<file path="config.mk">
export PLATFORM = sky130hd
export DESIGN_NAME = phasecfg_lane
export DESIGN_NICKNAME = d
export VERILOG_FILES = /design/src/rtl/phasecfg_pkg.sv /design/src/rtl/phasecfg_judge.sv /design/src/rtl/phasecfg_lane.sv
export SDC_FILE = /design/constraint.sdc
export NUM_CORES = 1
export LEC_CHECK = 0
export ABC_AREA = 1
export CAP_MARGIN = 25
export CORE_MARGIN = 4
export CORE_UTILIZATION = 30
export CTS_CLUSTER_DIAMETER = 100
export DETAILED_ROUTE_END_ITERATION = 6
export PLACE_DENSITY = 0.67
export SLEW_MARGIN = 20
export SYNTH_ARGS = -nofsm -noshare
export SYNTH_HDL_FRONTEND = slang
export SYNTH_SLANG_ARGS = --single-unit
</file>
<file path="constraint.sdc">
create_clock -name clk -period 5.15 [get_ports clk]
set_input_delay 1.545 -clock clk [delete_from_list [all_inputs] [get_ports clk]]
set_output_delay 1.545 -clock clk [all_outputs]
set_load 0.01 [all_outputs]
</file>
<file path="src/rtl/phasecfg_pkg.sv">
package phasecfg_pkg;
   localparam int NUM_ERR      = 7;
   localparam int ERR_OVER     = 0;
   localparam int ERR_ORD_BASE = 1;
   localparam int ERR_ORD_GAP  = 2;
   localparam int ERR_PH_SEQ   = 3;
   localparam int ERR_DUP_ORD  = 4;
   localparam int ERR_DUP_PH   = 5;
   localparam int ERR_PLACE    = 6;

   typedef logic [NUM_ERR-1:0] err_vec_t;

   typedef enum logic [1:0] {
      ST_IDLE = 2'd0,
      ST_SCAN = 2'd1,
      ST_EVAL = 2'd2
   } scan_st_e;
endpackage

</file>
<file path="src/rtl/phasecfg_judge.sv">
module phasecfg_judge
   import phasecfg_pkg::*;
#(
   parameter int IDX_W  = 3,
   parameter int CW     = 4,
   parameter int MAX_PH = 7,
   localparam int MW    = 1 << IDX_W
) (
   input  logic [CW-1:0] cnt,
   input  logic [MW-1:0] omask,
   input  logic [MW-1:0] pmask,
   input  logic          seq_err,
   input  logic          place_err,
   output err_vec_t      err
);
   logic [MW-1:0] hole;

   assign hole[0]    = 1'b0;
   assign hole[MW-1] = 1'b0;

   genvar v;
   generate
      for (v = 1; v < MW - 1; v++) begin : g_hole
         assign hole[v] = !omask[v] && (|omask[v-1:0]) && (|omask[MW-1:v+1]);
      end
   endgenerate

   always_comb begin
      err               = '0;
      err[ERR_OVER]     = int'(cnt) > MAX_PH;
      err[ERR_ORD_BASE] = (cnt != '0) && !omask[0];
      err[ERR_ORD_GAP]  = |hole;
      err[ERR_PH_SEQ]   = seq_err;
      err[ERR_DUP_ORD]  = $countones(omask) != int'(cnt);
      err[ERR_DUP_PH]   = $countones(pmask) != int'(cnt);
      err[ERR_PLACE]    = place_err;
   end
endmodule

</file>
<file path="src/rtl/phasecfg_lane.sv">
module phasecfg_lane
   import phasecfg_pkg::*;
#(
   parameter int   N_ENT    = 12,
   parameter int   IDX_W    = 3,
   parameter int   MAX_PH   = 7,
   parameter int   LO_POS   = 0,
   parameter int   HI_POS   = 6,
   parameter bit   PAGE_SEL = 1'b0,
   parameter bit   DESCEND  = 1'b0,
   localparam int  PW       = (N_ENT > 1) ? $clog2(N_ENT) : 1,
   localparam int  CW       = $clog2(N_ENT + 1),
   localparam int  MW       = 1 << IDX_W
) (
   input  logic                   clk,
   input  logic                   rst_n,
   input  logic                   clr,
   input  logic                   step,
   input  logic [PW-1:0]          ptr,
   input  logic [N_ENT-1:0]       ent_en,
   input  logic [N_ENT-1:0]       ent_page,
   input  logic [N_ENT*IDX_W-1:0] ent_phase,
   input  logic [N_ENT*IDX_W-1:0] ent_order,
   output err_vec_t               err
);
   logic [PW-1:0]    pos;
   logic             hit;
   logic [IDX_W-1:0] ph;
   logic [IDX_W-1:0] od;
   logic [CW-1:0]    cnt;
   logic [MW-1:0]    omask;
   logic [MW-1:0]    pmask;
   logic             seq_err;
   logic             place_err;

   generate
      if (DESCEND) begin : g_down
         assign pos = PW'(N_ENT - 1) - ptr;
      end else begin : g_up
         assign pos = ptr;
      end
   endgenerate

   always_comb begin
      hit = ent_en[pos] && (ent_page[pos] == PAGE_SEL);
      ph  = ent_phase[pos*IDX_W +: IDX_W];
      od  = ent_order[pos*IDX_W +: IDX_W];
   end

   always_ff @(posedge clk or negedge rst_n) begin
      if (!rst_n) begin
         cnt       <= '0;
         omask     <= '0;
         pmask     <= '0;
         seq_err   <= 1'b0;
         place_err <= 1'b0;
      end else if (clr) begin
         cnt       <= '0;
         omask     <= '0;
         pmask     <= '0;
         seq_err   <= 1'b0;
         place_err <= 1'b0;
      end else if (step && hit) begin
         cnt       <= cnt + 1'b1;
         omask[od] <= 1'b1;
         pmask[ph] <= 1'b1;
         if (int'(ph) != int'(cnt)) seq_err <= 1'b1;
         if (int'(pos) < LO_POS || int'(pos) > HI_POS) place_err <= 1'b1;
      end
   end

   phasecfg_judge #(
      .IDX_W (IDX_W),
      .CW    (CW),
      .MAX_PH(MAX_PH)
   ) u_judge (
      .cnt      (cnt),
      .omask    (omask),
      .pmask    (pmask),
      .seq_err  (seq_err),
      .place_err(place_err),
      .err      (err)
   );
endmodule

</file>
## Word-level counts from Yosys, hierarchy flattened

Index checks and enable logic that the tools add are counted.

| storage, ports and cells | value |
|---|---|
| flip-flop bits (word level) | 22 |
| output and inout port bits | 7 |

| cells by class | value |
|---|---|
| shift-type cells | 2 |
| multiply operators | 1 |
| $lt $le $gt $ge | 7 |
| eq/ne operators | 3 |
| reductions and logical operators | 41 |
| add/sub/neg operators | 15 |
| bitwise gates (word level) | 3 |
| muxes and demuxes | 20 |

Operator list:

| kind | number |
|---|---|
| adder 32 bit | 6 |
| variable part select 36 x 7 -> 3 bit | 2 |
| != test 32 x 5 -> 1 bit | 2 |
| 2-to-1 mux 8 bit | 4 |
| OR reduction 6 bit | 3 |
| logical AND 1 bit | 17 |
| adder 1 x 1 -> 2 bit | 8 |
| OR 8 bit | 2 |
| 2-to-1 mux 1 bit | 10 |
| OR reduction 5 bit | 2 |
| binary-select mux 1 bit (select 4 bit) | 2 |
| greater-than comparator 4 x 3 -> 1 bit (second input constant) | 2 |
| < comparator 3 x 4 -> 1 bit (second input constant) | 2 |
| 2-to-1 mux 4 bit | 2 |
| OR reduction 4 bit | 2 |
| zero test 1 bit | 7 |
| demux 1 bit (select 3 bit) | 2 |
| greater-or-equal comparator 3 x 1 -> 1 bit (second input constant) | 2 |
| multiplier 4 x 2 -> 6 bit (second input constant) | 1 |
| nonzero test 2 bit | 3 |
| OR reduction 3 bit | 2 |
| < comparator 4 x 5 -> 1 bit (second input constant) | 1 |
| adder 4 x 1 -> 4 bit (second input constant) | 1 |
| != test 4 bit | 1 |
| other kinds (4) | 6 |

## Depth between registers and ports, before layout

| depth | value |
|---|---|
| depth in word-level cells | 9 |
| mapped depth | 14 |

## Hierarchy

Synthesis repeated with hierarchy kept, for this count alone.

| unflattened totals | value |
|---|---|
| cells, all modules | 467 |
| area, all modules | 2,715.1 µm² |

Modules (own cells, without submodules):

| module | instances | area an instance (µm²) | cells an instance | sequential area each (µm²) |
|---|---|---|---|---|
| phasecfg_lane | 1 | 2,006.9 | 350 | 550.5 |
| phasecfg_judge | 1 | 708.2 | 117 | 0.0 |

## Worst setup path before layout

No wires, ideal clock.

| timing | value |
|---|---|
| kind | reg2out |
| from | register omask[7] |
| to | output port err[4] |
| slack | 1.047 ns |
| arrival | 2.558 ns |
| stages on the path, launching flop included | 11 |
| path buffers | 0 |
| path through | dfrtp_1 -> ha_1 -> inv_1 -> fa_1 -> inv_1 -> fa_1 -> ha_1 -> inv_1 -> fa_1 -> xor2_1 -> nand4_1 |

| on the way | value |
|---|---|
| cells in the longest elaborated chain, start to end | 4 |

Ends and longest elaborated chain:

| what | RTL line | source |
|---|---|---|
| start, declared | phasecfg_lane.sv:31 | `logic [MW-1:0] omask;` |
| start signal, assigned | phasecfg_lane.sv:53 | `omask <= '0;` |
| start signal, assigned | phasecfg_lane.sv:59 | `omask <= '0;` |
| start signal, assigned by index | phasecfg_lane.sv:65 | `omask[od] <= 1'b1;` |
| adder 1 x 1 -> 2 bit (implied by the code) | phasecfg_judge.sv:34 | `err[ERR_DUP_ORD] = $countones(omask) != int'(cnt);` |
| adder 32 bit (implied by the code) (2 in a row) | phasecfg_judge.sv:34 |  |
| != test 32 x 5 -> 1 bit | phasecfg_judge.sv:34 |  |
| end, declared | phasecfg_lane.sv:24 | `output err_vec_t err` |

Every way passes these cells.

## Final worst setup path

| timing | value |
|---|---|
| from | register pmask[0] |
| to | output port err[5] |

| on the way | value |
|---|---|
| cells in the longest elaborated chain, start to end | 4 |

Ends and longest elaborated chain:

| what | RTL line | source |
|---|---|---|
| start, declared | phasecfg_lane.sv:32 | `logic [MW-1:0] pmask;` |
| start signal, assigned | phasecfg_lane.sv:54 | `pmask <= '0;` |
| start signal, assigned | phasecfg_lane.sv:60 | `pmask <= '0;` |
| start signal, assigned by index | phasecfg_lane.sv:66 | `pmask[ph] <= 1'b1;` |
| adder 1 x 1 -> 2 bit (implied by the code) | phasecfg_judge.sv:35 | `err[ERR_DUP_PH] = $countones(pmask) != int'(cnt);` |
| adder 32 bit (implied by the code) (2 in a row) | phasecfg_judge.sv:35 |  |
| != test 32 x 5 -> 1 bit | phasecfg_judge.sv:35 |  |

Every way passes these cells.

==> metrics.csv <==
stage,metric,value,unit
setup_path,critical_path.reg2reg.startpoint,cnt[0],
timing,hold_viol,0,
timing,final-setup-viol-count,0,
die,die_x,103.4,um
timing,layout_worst_path_cycle_share,95.19,%
setup_path,worst_flop_to_flop_path_endpoint,cnt[1],
setup_path,path_max_fanout,2,
setup_path,cp-end-kind,output port,
setup_path,timing.critical_path.slowest_stage_cell,sky130_fd_sc_hd__clkdlybuf4s50_1,
pwr,power.share.sequential,31.5,%
place,dp_hpwl,6.469,mm
pwr,vdd_ir_drop_max,0.00009817,V
clock_tree,cts_tree,yes,
pwr,clockPowerShare,27.9,%
setup_path,critPathArrivalTime,3.36,ns
detailed_routing,route.detailed.wl_per_inst,12.19,um
die,initial_utilization,30.99,%
place,port_bufs,110,
clock_tree,root_buffer_cell,sky130_fd_sc_hd__clkbuf_8,
clock_tree,clock_sinks,22,
die,die-height,103.4,um
timing,hold_slack,0.4996,ns
synthesis,syn_nets,563,
detailed_routing,drtAntennaViolNets,0,
setup_path,worst-path-buf-inv,4,
layout,layout_overhead_on_the_synthesized_area,43.65,%
detailed_routing,avgViaCountPerCell,4.605,
pwr,p_switching,0.0001704,W
synthesis,syn-cell-area,2729,um^2
pwr,internal_portion_of_total_power,0.0004083,W
worst_hold_path,hold_path_end,pmask[5],
grt,wire_length_of_the_first_global_routing_pass,13.44,mm
die,die_area,10690,um^2
timing,setup_tns,0,ns
synthesis,yosys_warnings,0,
setup_path,setup.worst_path.start_class,flop,
detailed_routing,vias,2938,
place,dp.cells,633,
synthesis,syn_inst,432,
timing,max_freq,0.2040,GHz
synthesis,synth_seq_cells,22,
layout,diodes,0,
setup_path,slowest_delay,0.54,ns
pwr,p_sw_share,29.44,%
detailed_routing,drt_pre_antenna_iters,5,
layout,layout_cell_share_with_drive_strength_beyond_1,3.019,%
layout,final_cells,638,
setup_path,reg2reg_depth,4,
setup_path,critical_path.cell_chain,ha_1 -> inv_1 -> fa_1 -> inv_1 -> fa_1 -> ha_1 -> inv_1 -> fa_1 -> xor2_1 -> nand4_1 -> clkdlybuf4s50_1,
grt,grt_max_degree,42,
grt,global_route_met3_utilization,3.018,%
grt,grt_antenna_before_repair,0,
layout,fin_area,3920,um^2
die,floorplan.rows,34,
clock_tree,clock_h_tree_levels,1,
synthesis,sequential_area_share_after_synthesis,20.17,%
setup_path,cpLargestDelayFamily,adder cells,
setup_path,crit_path_class,flop to output port,
setup_path,critical_path_depth,11,
timing,post-route-min-period,4.902,ns
place,dpl-instance-area,3844,um^2
layout,finish.net_count,662,
grt,grt_most_used_layer,met2,
pwr,power.density_cell_area,147.6,nW/um^2
die,ios,111,
grt,met1_usage,19.75,%
timing,maxSlewHeadroom,56.60,%
timing,grt_setup_unrepaired,false,
detailed_routing,drt_iter0_markers,90,
setup_path,worstSetupStartpoint,pmask[0],
clock_tree,clkTransAtPathRegs,0.08,ns
synthesis,ys_types,31,
pwr,leakage,1.941,nW
grt,groute.usage.overall,15.32,%
synthesis,synth_area_per_cell,6.317,um^2
clock_tree,clk-insertion-delay-late,0.26,ns
die,core_footprint,8806,um^2
timing,worst_clock_skew,0.006185,ns
setup_path,r2r_setup_slack,3.94,ns
worst_hold_path,hold-path-cell-count,1,
worst_hold_path,hp-class,flop to flop,
timing,slew_viol_final,0,
worst_hold_path,holdCritStartpoint,pmask[5],
timing,worstMarginPinSlew,0.6489,ns
pwr,power_frac_comb,40.6,%
status,outcome,finished clean,
detailed_routing,drt_total_wl,7.778,mm
flow_run,max-cap-violations,0,
grt,grt_pass1_vias,3008,
clock_tree,cts_buffer_depth,2,
grt,grt_overflow,0,
setup_path,required_time_worst_endpoint,3.61,ns
grt,gr-usage-met2,26.03,%
detailed_routing,drc,0,
place,gp_congestion,0.8432,
clock_tree,cts_buffers,3,
==> worst max path at each step <==
| stage | endpoint | slack [ns] |
|---|---|---|
| after CTS | err[4] | 0.17 |
| after global routing | err[5] | 0.08 |
| final | err[5] | 0.25 |
| after detailed placement | err[4] | 0.46 |
| after floorplan | err[4] | 1.05 |
| after global placement | err[4] | 0.54 |
==> per-stage QoR <==
step                setup slack [ns]  utilization (%)  total power (W)
detailed placement            0.4640            43.65        0.0004231
global route                 0.07979            44.52        0.0006208
global placement              0.5386            43.65        0.0004203
CTS                           0.1748            44.46        0.0005849
finish                        0.2479            44.52        0.0005788
floorplan                      1.047                -        0.0003067
==> layout by cell type (no fill, tap or decap), drive strengths merged <==
cell type        n
o211ai           2
nand3b           8
buf              4
o311ai           1
dfrtp           22
nor2            45
bufinv           1
a21oi           18
nor3             6
a31oi            1
clkdlybuf4s50  108
a21boi           1
clkinv           1
nor3b            1
ha              19
o21a             4
clkbuf           3
o22ai            2
nand3           43
xor2             4
inv             86
o21ai           25
nand4           11
nand2          101
fa               8
xnor2            4
dlymetal6s2s     1
==> flip-flops by register name, summed over array words and instances, names as in the netlist <==
name       flops
omask          8
pmask          8
cnt            4
place_err      1
seq_err        1
==> cell type report <==
class                      instances  area [um^2]
fill                             896         4886
multi-input combinational        304         1714
timing repair buffer             113         1121
sequential                        22        550.5
inverter                          87        327.8
tap                              108        135.1
clock buffer                       3        41.29
clock inverter                     1        30.03
==> power groups by stage <==
stage	sequential (W)	clock, W	combinational, W
floorplan	0.000185	0	0.000122
global placement	0.000186	0	0.000234
detailed placement	0.000186	0	0.000237
CTS	0.000183	0.000164	0.000238
global route	0.000183	0.000172	0.000266
finish	0.000182	0.000161	0.000235
==> synth_stat cells (all sizes together) <==
library cell	number	area (um^2)
buf	15	121.4
a31oi	1	6.260
a21boi	1	11.26
nand2	101	379.1
nor3b	1	7.510
o311ai	1	8.760
xor2	4	35.03
inv	86	322.8
clkbuf	4	15.01
o22ai	2	12.51
nand3	43	230.2
o211ai	2	15.01
clkinv	1	5.000
nor3	6	30.03
o21ai	25	125.1
fa	8	160.2
xnor2	4	35.03
nand4	11	68.82
nand3b	8	60.06
dfrtp	22	550.5
a21oi	18	90.09
ha	19	237.7
nor2	45	171.4
o21a	4	30.03
==> per-layer routing <==
metal / routed length [um] / part of all wire (%)
met1: 3366 / 43
met3: 429 / 5.5
met5: 0 / 0
met2: 3814 / 49
met4: 168 / 2.2
==> timing repair <==
| item | 4_1_cts | 5_1_grt |
|---|---|---|
| setup buffers | 0 | 1 |
| endpoints found under the hold margin | 0 | 0 |
| hold buffers | 0 | 0 |
| endpoints found under the setup margin | 0 | 1 |
| resized for setup | 0 | 1 |
==> cell families after synthesis <==
| group | synth area share (%) |
|---|---|
| simple gates | 34.71 |
| buf+inv | 17.01 |
| compound gates | 10.96 |
| fa+ha+maj | 14.58 |
| flops | 20.17 |
| xor+xnor | 2.567 |
No activity file was read; power rests on OpenSTA's default activity.
